## src/rtl/alu8_pkg.sv

```systemverilog
package alu8_pkg;

  typedef enum logic [3:0] {
    OP_ADD  = 4'd0,
    OP_SUB  = 4'd1,
    OP_MUL  = 4'd2,
    OP_DIV  = 4'd3,
    OP_INC  = 4'd4,
    OP_DEC  = 4'd5,
    OP_AND  = 4'd6,
    OP_OR   = 4'd7,
    OP_XOR  = 4'd8,
    OP_NOT  = 4'd9,
    OP_ROL  = 4'd10,
    OP_ROR  = 4'd11,
    OP_SHL  = 4'd12,
    OP_SHR  = 4'd13,
    OP_CMP  = 4'd14,
    OP_PASS = 4'd15
  } alu_op_e;

  typedef struct packed {
    logic z;
    logic s;
    logic o;
  } alu_flags_t;

endpackage

```

## src/rtl/alu8_addsub.sv

```systemverilog
module alu8_addsub #(
  parameter int W = 8
) (
  input  logic [W-1:0] a,
  input  logic [W-1:0] b,
  input  logic         sub,
  output logic [W-1:0] sum,
  output logic         ovf
);

  logic [W-1:0] b_eff;

  always_comb begin
    b_eff = sub ? ~b : b;
    sum   = a + b_eff + {{(W-1){1'b0}}, sub};
    ovf   = (a[W-1] == b_eff[W-1]) && (sum[W-1] != a[W-1]);
  end

endmodule

```

## src/rtl/alu8_mul.sv

```systemverilog
module alu8_mul #(
  parameter int W = 8
) (
  input  logic [W-1:0] a,
  input  logic [W-1:0] b,
  output logic [W-1:0] prod_lo,
  output logic         ovf
);

  localparam int PW = 2 * W;

  logic [PW-1:0] prod;

  always_comb begin
    prod    = {{W{1'b0}}, a} * {{W{1'b0}}, b};
    prod_lo = prod[W-1:0];
    ovf     = |prod[PW-1:W];
  end

endmodule

```

## src/rtl/alu8_div.sv

```systemverilog
module alu8_div #(
  parameter int W = 8
) (
  input  logic [W-1:0] a,
  input  logic [W-1:0] b,
  output logic [W-1:0] quot,
  output logic [W-1:0] rem,
  output logic         by_zero
);

  logic [W-1:0] rem_s [0:W];
  logic [W-1:0] q_raw;

  assign rem_s[0] = '0;

  for (genvar k = 0; k < W; k++) begin : g_stage
    localparam int BIT = W - 1 - k;
    logic [W:0] trial;
    logic [W:0] diff;
    assign trial        = {rem_s[k], a[BIT]};
    assign diff         = trial - {1'b0, b};
    assign q_raw[BIT]   = ~diff[W];
    assign rem_s[k+1]   = diff[W] ? trial[W-1:0] : diff[W-1:0];
  end

  always_comb begin
    by_zero = (b == '0);
    quot    = by_zero ? '1 : q_raw;
    rem     = rem_s[W];
  end

endmodule

```

## src/rtl/alu8_logic.sv

```systemverilog
module alu8_logic
  import alu8_pkg::*;
#(
  parameter int W = 8
) (
  input  alu_op_e      op,
  input  logic [W-1:0] a,
  input  logic [W-1:0] b,
  output logic [W-1:0] res
);

  always_comb begin
    unique case (op)
      OP_AND:  res = a & b;
      OP_OR:   res = a | b;
      OP_XOR:  res = a ^ b;
      OP_NOT:  res = ~a;
      OP_ROL:  res = {a[W-2:0], a[W-1]};
      OP_ROR:  res = {a[0], a[W-1:1]};
      OP_SHL:  res = {a[W-2:0], 1'b0};
      OP_SHR:  res = {1'b0, a[W-1:1]};
      default: res = '0;
    endcase
  end

endmodule

```

## src/rtl/alu8_flag_reg.sv

```systemverilog
module alu8_flag_reg
  import alu8_pkg::*;
(
  input  logic       clk,
  input  logic       rst_int_n,
  input  logic       load,
  input  alu_flags_t nxt,
  output alu_flags_t flags
);

  alu_flags_t flags_d;
  alu_flags_t flags_q;

  always_comb begin
    flags_d = load ? nxt : flags_q;
  end

  always_ff @(posedge clk or negedge rst_int_n) begin
    if (!rst_int_n) flags_q <= '0;
    else            flags_q <= flags_d;
  end

  assign flags = flags_q;

  a_r10_hold: assert property (@(posedge clk) disable iff (!rst_int_n)
    !load |=> $stable(flags_q));

  a_r10_load: assert property (@(posedge clk) disable iff (!rst_int_n)
    load |=> (flags_q == $past(nxt)));

endmodule

```

## src/rtl/alu8_flags.sv

```systemverilog
module alu8_flags
  import alu8_pkg::*;
#(
  parameter int W = 8
) (
  input  logic         clk,
  input  logic         rst_n,
  input  logic [W-1:0] op_a,
  input  logic [W-1:0] op_b,
  input  logic [3:0]   op_sel,
  input  logic         flag_en,
  output logic [W-1:0] result,
  output logic         result_we,
  output logic         flag_z,
  output logic         flag_s,
  output logic         flag_o
);

  localparam int SYNC_STAGES = 2;

  alu_op_e      op;
  logic [SYNC_STAGES-1:0] rst_sync_q;
  logic         rst_int_n;

  logic [W-1:0] as_b;
  logic         as_sub;
  logic [W-1:0] as_sum;
  logic         as_ovf;
  logic [W-1:0] mul_lo;
  logic         mul_ovf;
  logic [W-1:0] div_q;
  logic [W-1:0] div_rem;
  logic         div_zero;
  logic [W-1:0] log_res;
  alu_flags_t   flags_nxt;
  alu_flags_t   flags_cur;
  logic         flag_load;

  assign op = alu_op_e'(op_sel);

  // reset: asserted at once, released after SYNC_STAGES edges
  always_ff @(posedge clk or negedge rst_n) begin
    if (!rst_n) rst_sync_q <= '0;
    else        rst_sync_q <= {rst_sync_q[SYNC_STAGES-2:0], 1'b1};
  end
  assign rst_int_n = rst_sync_q[SYNC_STAGES-1];

  // shared adder operand selection
  always_comb begin
    as_sub = (op == OP_SUB) || (op == OP_DEC);
    as_b   = ((op == OP_INC) || (op == OP_DEC)) ? {{(W-1){1'b0}}, 1'b1} : op_b;
  end

  alu8_addsub #(.W(W)) u_addsub (
    .a(op_a), .b(as_b), .sub(as_sub), .sum(as_sum), .ovf(as_ovf)
  );

  alu8_mul #(.W(W)) u_mul (
    .a(op_a), .b(op_b), .prod_lo(mul_lo), .ovf(mul_ovf)
  );

  alu8_div #(.W(W)) u_div (
    .a(op_a), .b(op_b), .quot(div_q), .rem(div_rem), .by_zero(div_zero)
  );

  alu8_logic #(.W(W)) u_logic (
    .op(op), .a(op_a), .b(op_b), .res(log_res)
  );

  // result and flag next-state
  always_comb begin
    result      = '0;
    flags_nxt.o = 1'b0;
    result_we   = 1'b1;
    unique case (op)
      OP_ADD, OP_SUB, OP_INC, OP_DEC: begin
        result      = as_sum;
        flags_nxt.o = as_ovf;
      end
      OP_MUL: begin
        result      = mul_lo;
        flags_nxt.o = mul_ovf;
      end
      OP_DIV: begin
        result      = div_q;
        flags_nxt.o = div_zero;
      end
      OP_CMP: begin
        result    = op_a;
        result_we = 1'b0;
      end
      OP_PASS: result = op_b;
      default: result = log_res;
    endcase
    if (op == OP_CMP) begin
      flags_nxt.z = (op_a == op_b);
      flags_nxt.s = (op_a < op_b);
    end else begin
      flags_nxt.z = (result == '0);
      flags_nxt.s = result[W-1];
    end
    flag_load = flag_en && (op != OP_PASS);
  end

  alu8_flag_reg u_flags (
    .clk(clk), .rst_int_n(rst_int_n), .load(flag_load),
    .nxt(flags_nxt), .flags(flags_cur)
  );

  assign flag_z = flags_cur.z;
  assign flag_s = flags_cur.s;
  assign flag_o = flags_cur.o;

  a_r3_div_identity: assert property (@(posedge clk) disable iff (!rst_int_n)
    (op == OP_DIV && op_b != '0) |->
      (({{W{1'b0}}, div_q} * {{W{1'b0}}, op_b}) + {{W{1'b0}}, div_rem}
        == {{W{1'b0}}, op_a}));

  a_r3_div_zero: assert property (@(posedge clk) disable iff (!rst_int_n)
    (flag_en && op == OP_DIV && op_b == '0) |=> (flag_o && !flag_z));

  a_r2_mul_fit: assert property (@(posedge clk) disable iff (!rst_int_n)
    (flag_en && op == OP_MUL && op_a == '0) |=> (!flag_o && flag_z));

  a_r5_rot_popcount: assert property (@(posedge clk) disable iff (!rst_int_n)
    (op == OP_ROL || op == OP_ROR) |-> ($countones(result) == $countones(op_a)));

  a_r6_shl_fill: assert property (@(posedge clk) disable iff (!rst_int_n)
    (op == OP_SHL) |-> (result[0] == 1'b0));

  a_r9_cmp_equal: assert property (@(posedge clk) disable iff (!rst_int_n)
    (flag_en && op == OP_CMP && op_a == op_b) |=> (flag_z && !flag_s && !flag_o));

  a_r11_pass_hold: assert property (@(posedge clk) disable iff (!rst_int_n)
    (op == OP_PASS) |=> $stable({flag_z, flag_s, flag_o}));

  a_r10_reset_clear: assert property (@(posedge clk)
    !rst_int_n |-> !(flag_z || flag_s || flag_o));

endmodule

```

## config.mk

```make
export PLATFORM = sky130hd
export DESIGN_NAME = alu8_flags
export DESIGN_NICKNAME = d
export VERILOG_FILES = /design/src/rtl/alu8_pkg.sv /design/src/rtl/alu8_addsub.sv /design/src/rtl/alu8_mul.sv /design/src/rtl/alu8_div.sv /design/src/rtl/alu8_logic.sv /design/src/rtl/alu8_flag_reg.sv /design/src/rtl/alu8_flags.sv
export SDC_FILE = /design/constraint.sdc
export NUM_CORES = 1
export LEC_CHECK = 0
export BUFFER_PORTS_ARGS = -buffer_cell sky130_fd_sc_hd__buf_4
export CAP_MARGIN = 20
export CORE_MARGIN = 2
export CORE_UTILIZATION = 50
export CTS_CLUSTER_SIZE = 12
export DETAILED_ROUTE_END_ITERATION = 12
export PLACE_DENSITY = 0.77
export SETUP_SLACK_MARGIN = 0.02
export SLEW_MARGIN = 40
export SYNTH_ARGS = -nofsm -noshare
export SYNTH_HDL_FRONTEND = slang
export SYNTH_HIERARCHICAL = 1
export SYNTH_SLANG_ARGS = --single-unit
```

## constraint.sdc

```tcl
create_clock -name clk -period 56.9 [get_ports clk]
set_clock_uncertainty 0.2 [all_clocks]
set_input_delay 11.38 -clock clk [delete_from_list [all_inputs] [get_ports clk]]
set_output_delay 11.38 -clock clk [all_outputs]
set_load 0.02 [all_outputs]
```

==> flow_metrics.tcl <==
set metrics [dict create \
    grt.overflow.total 0 \
    core_area_mm2 0.0144 \
    outcome "completed" \
    final_cell_mix "ha_1 (123), inv_1 (119), nand2_1 (72)" \
    dp_hpwl_um 14000 \
    rsz0062_at_grt "false" \
    synth_warnings 6 \
    num_rows 44 \
    diodes 0 \
    dr_wl_met3_um 1110 \
    fin_crit_sh_pct 70.4 \
    fin_crit_ns 40.06 \
    wl_um 18400 \
    max_slew_margin_pct 50.7 \
    cts_buffer_depth 2 \
    final_max_slew_viol_count 0 \
    clock_latency_ns 0.22 \
    drcViolationCount 0 \
    top_layer "met4" \
    met1Wirelength_um 8400 \
    io_pins 35 \
    start_kind "input pin" \
    grt_usage_pct 23.1 \
    hold_violations 0 \
    cts_tree "yes" \
    h-tree-depth 1 \
    critPathSlowestCell "xor2_1" \
    syn_inst 925 \
    fin_tns_setup_ns 0 \
    cts_made_buffers 3 \
    crit_fanout 19 \
    start_util_pct 50.6 \
    worstSetupPathType "in2out" \
    grt_pass1_wl_um 30500 \
    layout-drive-gt1-share_pct 10.6 \
    setup_viol 0 \
    area_growth_pct 6.33 \
    die_width_um 125 \
    slowest_delay_ns 0.56 \
    place_congestion 0.897 \
    cts-root-buf "clkbuf_16" \
    startpoint "op_a[7]" \
    tightest_slew_ns 0.733 \
    r2r_setup_slack_ns 55.95 \
    grt_antenna_before_repair 0 \
    worstPathArrival_ns 28.48 \
    avgRoutedWirePerCell_um 16.2 \
    wl_met2_um 8460 \
    critical_path.most_common_cell "o21ai_0" \
    clkTransAtPathRegs_ns 0.03 \
    first_pass_iters 5 \
    die_area_mm2 0.0155 \
    maxCapViolations 0 \
    mostFrequentLayoutCell "ha_1" \
    grt_max_degree 60 \
    fmax_mhz 25.0 \
    drt_iter0_markers 651 \
    first_global_vias 6390 \
    post_drt_via_cell_ratio 5.90 \
    ant_nets 0 \
    r2r_start "u_flags/flags[2]" \
    worstHoldPathType "reg2reg" \
    io_buffers 34 \
    die_y_um 125 \
    final_nets 1140 \
    end_kind "output port" \
    min_from "rst_sync_q[0]" \
    synthesis.area_mm2 0.00727 \
    cts_sinks 5 \
    avgSynthCellArea_um2 7.86 \
    required_ns 45.32 \
    vias 6689 \
]
[path summary, 6_finish.rpt]
| check | endpoint | cells after the start |
|---|---|---|
| setup / recovery | result[0] | 83 |
| setup reg to reg | u_flags/flags[2] | 1 |
| hold reg to reg | rst_sync_q[1] | 0 |
| min in group asynchronous | u_flags/flags[0] | 1 |
| max in group asynchronous | rst_sync_q[1] | 1 |
| hold / removal | rst_sync_q[1] | 0 |
[flip-flops by register name, indices dropped and copies added, names as in the netlist]
name	count
rst_sync_q	2
u_flags/flags	3
[area by class of cell]
cell class / instances / area, um^2
Multi-Input combinational cell: 784 / 6570
Clock buffer: 4 / 78.8
Tap cell: 184 / 230
Sequential cell: 5 / 125
Fill cell: 1332 / 6640
Inverter: 120 / 450
Timing Repair Buffer: 36 / 273
[timing repair]
| item | 4_1_cts | 5_1_grt |
|---|---|---|
| resized for setup | 0 | 0 |
| hold endpoints to repair | 3 | 0 |
| setup buffers | 0 | 0 |
| hold buffers | 1 | 0 |
[critical path: cells and delay by family]
| family | cells | cell delay (ns) |
|---|---|---|
| buffers and inverters | 5 | 0.75 |
| and+or+nand+nor | 30 | 5.60 |
| muxes | 3 | 0.82 |
| AOI/OAI and AO/OA | 34 | 6.50 |
| adders and majority gates | 9 | 2.69 |
| xor gates and xnor gates | 2 | 0.70 |
[metal layers]
layer  GRT usage [%]  vias up
met2            38.9      221
met3            2.02       35
met5               0        -
met1            31.8     3163
met4            6.21        0
li1                -     3270
[per-stage QoR]
step	setup WS (ns)	cells	hold slack [ns]	util, %	area, um^2
after detailed placement	17.16	1128	-0.163	53.2	7640
after CTS	17.08	1133	0.153	53.8	7730
after global placement	17.71	1128	-0.164	53.2	7640
after floorplan	18.75	927	-0.173	-	7280
after global routing	15.23	1133	0.166	53.8	7730
final	16.84	1133	0.148	53.8	7730
Power is not shown: default switching activity piles up to over one toggle a cycle in this logic, so the estimate is an artifact.
